**src/rtl/codec_ctl_pkg.sv**
```systemverilog
package codec_ctl_pkg;
  localparam int DW = 8;
  localparam logic [1:0] PORT_PTR    = 2'd0;
  localparam logic [1:0] PORT_WIN    = 2'd1;
  localparam logic [1:0] PORT_STATUS = 2'd2;
  localparam logic [1:0] PORT_POLL   = 2'd3;
  localparam logic [DW-1:0] BUSY_READ = 8'h80;
  // bit positions inside the pointer port
  localparam int PTR_BUSY_BIT = 7;
  localparam int PTR_MCE_BIT  = 6;
  localparam int PTR_TRD_BIT  = 5;
  localparam int PTR_IDX_W    = 5;
endpackage

```
**src/rtl/ctl_busy_timer.sv**
```systemverilog
module ctl_busy_timer #(
  parameter int INIT_CYCLES = 16
) (
  input  logic clk,
  input  logic rst,
  input  logic pwr_down,
  output logic busy
);
  localparam int CW = $clog2(INIT_CYCLES + 2);
  logic [CW-1:0] cnt;
  logic          pd_q;

  always_ff @(posedge clk) begin
    if (rst) begin
      cnt  <= CW'(INIT_CYCLES);
      pd_q <= 1'b0;
    end else begin
      pd_q <= pwr_down;
      if (cnt != '0) cnt <= cnt - 1'b1;
    end
  end

  assign busy = (cnt != '0) || pd_q;
endmodule

```
**src/rtl/ctl_reg_bank.sv**
```systemverilog
module ctl_reg_bank #(
  parameter int NUM_REGS  = 32,
  parameter int DW        = 8,
  parameter int FMT_IDX_A = 8,
  parameter int FMT_IDX_B = 28,
  parameter int IFC_IDX   = 9,
  parameter logic [DW-1:0] IFC_FREE = 8'h03,
  parameter int VOL_IDX   = 6,
  localparam int AW = $clog2(NUM_REGS)
) (
  input  logic          clk,
  input  logic          rst,
  input  logic          we,
  input  logic [AW-1:0] addr,
  input  logic [DW-1:0] wdata,
  input  logic          mce,
  output logic [DW-1:0] rd_word,
  output logic          vol_mute
);
  logic [DW-1:0] regs      [NUM_REGS];
  logic [DW-1:0] lock_mask [NUM_REGS];

  // bits that refuse writes while the mode-change enable is clear
  for (genvar i = 0; i < NUM_REGS; i++) begin : g_mask
    if (i == FMT_IDX_A || i == FMT_IDX_B) begin : g_full
      assign lock_mask[i] = '1;
    end else if (i == IFC_IDX) begin : g_part
      assign lock_mask[i] = ~IFC_FREE;
    end else begin : g_open
      assign lock_mask[i] = '0;
    end
  end

  logic [DW-1:0] wmask;
  assign wmask = mce ? '1 : ~lock_mask[addr];

  always_ff @(posedge clk) begin
    if (rst) begin
      for (int k = 0; k < NUM_REGS; k++) regs[k] <= '0;
    end else if (we) begin
      regs[addr] <= (regs[addr] & ~wmask) | (wdata & wmask);
    end
  end

  assign rd_word  = regs[addr];
  assign vol_mute = regs[VOL_IDX][DW-1];
endmodule

```
**src/rtl/ctl_irq_flag.sv**
```systemverilog
module ctl_irq_flag (
  input  logic clk,
  input  logic rst,
  input  logic set_pulse,
  input  logic clr,
  output logic irq
);
  always_ff @(posedge clk) begin
    if (rst)            irq <= 1'b0;
    else if (set_pulse) irq <= 1'b1;
    else if (clr)       irq <= 1'b0;
  end
endmodule

```
**src/rtl/codec_ctl.sv**
```systemverilog
module codec_ctl
  import codec_ctl_pkg::*;
#(
  parameter int NUM_REGS    = 32,
  parameter int INIT_CYCLES = 16
) (
  input  logic       clk,
  input  logic       rst,
  input  logic       bus_wr,
  input  logic       bus_rd,
  input  logic [1:0] bus_addr,
  input  logic [7:0] bus_wdata,
  output logic [7:0] bus_rdata,
  input  logic       pwr_down,
  input  logic       period_done,
  input  logic [6:0] pos_flags,
  input  logic       dma_req_in,
  output logic       dma_req_out,
  output logic       dac_mute,
  output logic       vol_mute
);
  localparam int AW = $clog2(NUM_REGS);

  logic          busy;
  logic          mce_q, trd_q;
  logic [AW-1:0] idx_q;
  logic          irq_q;
  logic [DW-1:0] win_word;

  logic wr_ptr, wr_win, wr_status;
  assign wr_ptr    = bus_wr && (bus_addr == PORT_PTR);
  assign wr_win    = bus_wr && (bus_addr == PORT_WIN) && !busy;
  assign wr_status = bus_wr && (bus_addr == PORT_STATUS);

  ctl_busy_timer #(.INIT_CYCLES(INIT_CYCLES)) u_busy (
    .clk(clk), .rst(rst), .pwr_down(pwr_down), .busy(busy)
  );

  ctl_reg_bank #(.NUM_REGS(NUM_REGS), .DW(DW)) u_bank (
    .clk(clk), .rst(rst), .we(wr_win), .addr(idx_q), .wdata(bus_wdata),
    .mce(mce_q), .rd_word(win_word), .vol_mute(vol_mute)
  );

  ctl_irq_flag u_irq (
    .clk(clk), .rst(rst), .set_pulse(period_done), .clr(wr_status), .irq(irq_q)
  );

  always_ff @(posedge clk) begin
    if (rst) begin
      mce_q <= 1'b0;
      trd_q <= 1'b0;
      idx_q <= '0;
    end else if (wr_ptr) begin
      mce_q <= bus_wdata[PTR_MCE_BIT];
      trd_q <= bus_wdata[PTR_TRD_BIT];
      idx_q <= bus_wdata[AW-1:0];
    end
  end

  always_ff @(posedge clk) begin
    if (rst) begin
      bus_rdata <= '0;
    end else if (bus_rd) begin
      unique case (bus_addr)
        PORT_PTR:    bus_rdata <= {busy, mce_q, trd_q, PTR_IDX_W'(idx_q)};
        PORT_WIN:    bus_rdata <= busy ? BUSY_READ : win_word;
        PORT_STATUS: bus_rdata <= {pos_flags, irq_q};
        default:     bus_rdata <= '0;
      endcase
    end
  end

  always_ff @(posedge clk) begin
    if (rst) dma_req_out <= 1'b0;
    else     dma_req_out <= dma_req_in && !(trd_q && irq_q);
  end

  assign dac_mute = mce_q;
endmodule

```
**config.mk**
```make
export PLATFORM = sky130hd
export DESIGN_NAME = codec_ctl
export DESIGN_NICKNAME = d
export VERILOG_FILES = /design/src/rtl/codec_ctl_pkg.sv /design/src/rtl/ctl_busy_timer.sv /design/src/rtl/ctl_reg_bank.sv /design/src/rtl/ctl_irq_flag.sv /design/src/rtl/codec_ctl.sv
export SDC_FILE = /design/constraint.sdc
export NUM_CORES = 1
export LEC_CHECK = 0
export ABC_AREA = 1
export BUFFER_PORTS_ARGS = -buffer_cell sky130_fd_sc_hd__clkbuf_2
export CAP_MARGIN = 20
export CORE_ASPECT_RATIO = 0.5
export CORE_MARGIN = 2
export CORE_UTILIZATION = 65
export CTS_BUF_LIST = sky130_fd_sc_hd__clkbuf_2 sky130_fd_sc_hd__clkbuf_4 sky130_fd_sc_hd__clkbuf_8
export DETAILED_ROUTE_END_ITERATION = 12
export PLACE_DENSITY_LB_ADDON = 0.25
export SLEW_MARGIN = 20
export SYNTH_ARGS = -nofsm -noshare
export SYNTH_HDL_FRONTEND = slang
export SYNTH_SLANG_ARGS = --single-unit
export TNS_END_PERCENT = 50
```
**constraint.sdc**
```tcl
create_clock -name clk -period 2.65 [get_ports clk]
set_input_delay 0.1325 -clock clk [delete_from_list [all_inputs] [get_ports clk]]
set_output_delay 0.1325 -clock clk [all_outputs]
set_load 0.1 [all_outputs]
```
==> key figures <==
Pwr
  • Total power draw: around 10000 uW
  • Lkg Pwr: 0.00594 uW
  • Peak supply drop: around 500 uV
  • Power per cell area: 658 nW/um2

Clock tree
  • Max clock buf depth: 3
  • TritonCTS Buffers: 40
  • CTS root buf: clkbuf_8
  • Clk_lat worst skew: ~0.54 ns
  • CTS tree: done
  • H-tree depth: 2
  • Reg clk slew, reported paths: about 0.070 ns
  • CTS Sinks: around 280

Timing
  • F_max: about 380 MHz
  • Worst hold slack: 0.0369 ns
  • Fin. Hold Viols: 0
  • Slew @ Worst Pin: ~0.63 ns
  • RSZ-0062 raised after global routing: yes
  • Tcrit/Tclk final: a little over nine tenths
  • Fin. max-slew vios: 0
  • Clk_skew: 0.0233 ns
  • Setup-failing EPs final: 0
  • Fin crit period: roughly 2.6 ns
  • Slew headroom: 57.9%

Synth
  • Synth Area in XOR/XNOR: less than 1%
  • YS warnings: 0
  • Cell accounting for the most synthesized area: edfxtp_1
  • EDFF count, synth: about 260
  • FF+latch count, synth: between 200 and 300
  • Top cells by area, synth: edfxtp_1, nand2_1, nand3_1, nor2_1, dfxtp_1
  • Post-Synth Adder-Cell Area: less than 1%
  • Register area share after synthesis: a little over three fifths
  • Post-synth ARST share: 0%
  • Top cell type's share of synthesized area: between 50% and 60%
  • Ys flop type: edfxtp_1
  • Top-count cell post-synth: nand2_1
  • Synth Net Count: about 1400
  • Synth cell count leaders: nand2_1, nor2_1, edfxtp_1
  • Largest family of logic cells by synthesized area: simple AND/OR/NAND/NOR gates
  • Syn Std Cell Area: ~13000 um2
  • Synth Area per Inst: ~9.3 um2
  • Synth unique cells: 32
  • Syn Inst Count: ~1400
  • Synth Area in Compound Gates: ~2%
  • Simple-Gate Fraction of Synth Area: between 30% and 40%
  • Mux cell area share after synthesis: 0%

Routing
  • DRT Pass-1 Iters: 6
  • Vias: between 10000 and 15000
  • Wire per inst: 20.3 um
  • Routed Antenna Nets: 0
  • Vias per std cell: ~6
  • Drt initial violations: approximately 1600
  • DRC errors left: 0
  • Routed WL: between 30000 and 40000 um

Cells and area
  • # diodes: 0
  • Area Overhead vs Synth: 13.1%
  • Share of cells above drive strength 1: 14.6%
  • # fillers: 1387
  • # nets final: roughly 1500

Setup path
  • Worst-path maximum fanout: 13
  • Worst r2r path cells: 8
  • Startpoint type of the worst setup path: flip-flop
  • CP required: 2.91 ns
  • Critical path endpoint category: flip-flop
  • Kind of critical path: reg -> reg
  • R2r startpoint: idx_q[2]$_SDFFE_PP0P_
  • WP data arrival: between 2 and 3 ns
  • R2R setup slack: 0.03 ns
  • End of the worst register-to-register path: u_bank.regs[30][4]$_SDFFCE_PN0P_

Placed design
  • HPWL after detailed placement: between 20000 and 25000 um
  • Placer Congestion: between 0.9 and 1
  • Buffers on Ports: 34

Global routing
  • Grt total ovfl: 0
  • Initial antenna violation count: 1
  • Pin count of the biggest net entering global routing: 97
  • First-pass GRT wire length: roughly 54000 um
  • Total Routing Usage GR: between 30% and 40%
  • Vias in the first global route: 10200

Die
  • Die height: between 100 and 150 um
  • Die Width: between 200 and 250 um
  • Core area: around 20000 um2
  • Rows: 36
  • Starting density of the core: 66.8%
  • DIE AREA: between 20000 and 25000 um2
  • Top Ports: 35

Outcome
  • Status: finished clean

Worst hold path
  • Hold path startpoint: bus_wr
  • Worst hold path stage count: 5
  • Worst hold path type: in -> reg
  • Hold EP: trd_q$_SDFFE_PP0P_

Run
  • Max Cap Viol: 0
[where the power goes]
part | total, uW | switching [uW] | internal (uW)
Sequential | 5130 | 87.2 | 5040
Combinational | 1270 | 915 | 351
Clock | 3360 | 1590 | 1770
Total | 9760 | 2590 | 7160
[routing by layer]
layer  up-vias  track usage (%)  part of all wire (%)
li1       4815                -                     -
met1      4991             47.6                    38
met2       712             50.5                    45
met3       124             11.4                    15
met4         2             12.6                   3.2
met5         -                0                 0.036
[flip-flops by register name, indices dropped and copies added (netlist names), named ones only]
name / cells
dac_mute: 1
idx_q: 5
u_bank.regs: 256
u_irq.irq: 1
u_busy.pd_q: 1
trd_q: 1
u_busy.cnt: 5
bus_rdata: 8
dma_req_out: 1
[cells by family (layout without fill, tap and decap cells)]
group	after synthesis	after routing
AND/OR/NAND/NOR	949	949
flip-flops	284	284
buffers and inverters	122	214
AO/OA/AOI/OAI	47	47
adder cells (fa/ha/maj)	2	2
XOR/XNOR	1	1
[worst max-delay path: stages (launching register included)]
cell      delay [ns]
dfxtp_1         0.61
nor2_1          0.11
inv_1           0.17
o21ai_0         0.11
nand3_1         0.16
clkinv_1        0.39
o21ai_2         0.41
buf_4           0.31
nor2_1          0.08
[through the flow]
step | area [um2] | setup TNS (ns) | utilization (%) | instances | setup slack (ns)
6_report | 14800 | 0 | 75.5 | 1763 | 0.0312
4_1_cts | 14800 | 0 | 75.4 | 1761 | 0.0932
5_1_grt | 14800 | -0.0658 | 75.5 | 1763 | -0.0148
2_1_floorplan | 13100 | 0 | - | 1405 | 0.267
3_3_place_gp | 13900 | 0 | 70.7 | 1682 | 0.253
3_5_place_dp | 13900 | 0 | 70.7 | 1682 | 0.170
[layout make-up]
class | count | area [um2] | area share, %
Timing Repair Buffer | 115 | 971 | 6.54
Clock buffer | 56 | 696 | 4.69
Tap cell | 266 | 333 | 2.24
Inverter | 37 | 144 | 0.970
Clock inverter | 6 | 50.0 | 0.337
Multi-Input combinational cell | 999 | 4390 | 29.6
Sequential cell | 284 | 8260 | 55.6
[cells in the final DEF, fill, tap and decap left out]
cell	netlist	routed
buf_4	1	52
nand4_4	1	1
ha_1	2	2
edfxtp_1	256	256
nor3_4	4	4
nor2_1	278	278
a22o_1	1	1
clkinv_2	0	2
nand4_2	2	2
clkbuf_8	0	44
clkbuf_2	0	34
nor4_4	3	3
nor3_1	1	1
inv_1	32	30
nand2_4	1	1
o21ai_2	4	8
inv_2	2	2
nand2_1	408	403
clkbuf_4	0	12
clkinvlp_4	0	1
nor2_2	2	2
nand3_1	218	218
nand2_2	28	33
dlygate4sd3_1	0	17
clkinv_1	3	7
a22oi_1	1	1
or2_2	2	2
a21oi_1	19	19
dfxtp_4	0	2
buf_12	0	12
o211ai_1	1	1
o21ai_0	16	16
xnor2_1	1	1
or2_1	1	1
bufinv_16	0	1
dfxtp_1	28	26
a21oi_2	1	1
[worst max path at each step]
| stage | start | endpoint | slack, ns |
|---|---|---|---|
| floorplan | u_busy.cnt[0]$_SDFFE_PP0P_ | u_bank.regs[16][0]$_SDFFCE_PN0P_ | 0.27 |
| CTS | flip-flop | bus_rdata[2]$_SDFFE_PP0P_ | 0.09 |
| finish | idx_q[2]$_SDFFE_PP0P_ | u_bank.regs[30][4]$_SDFFCE_PN0P_ | 0.03 |
| detailed placement | u_busy.cnt[0]$_SDFFE_PP0P_ | u_bank.regs[14][0]$_SDFFCE_PN0P_ | 0.17 |
| global placement | idx_q[2]$_SDFFE_PP0P_ | u_bank.regs[31][4]$_SDFFCE_PN0P_ | 0.25 |
| global route | idx_q[2]$_SDFFE_PP0P_ | u_bank.regs[17][4]$_SDFFCE_PN0P_ | -0.01 |
[timing repair]
item,CTS,global route
gates resized for setup,0,7
buffers inserted,0,2
setup endpoints to repair,0,38
endpoints found under the hold margin,23,0
hold buffers,17,0
Note: power is estimated with default switching activity, not from simulation.
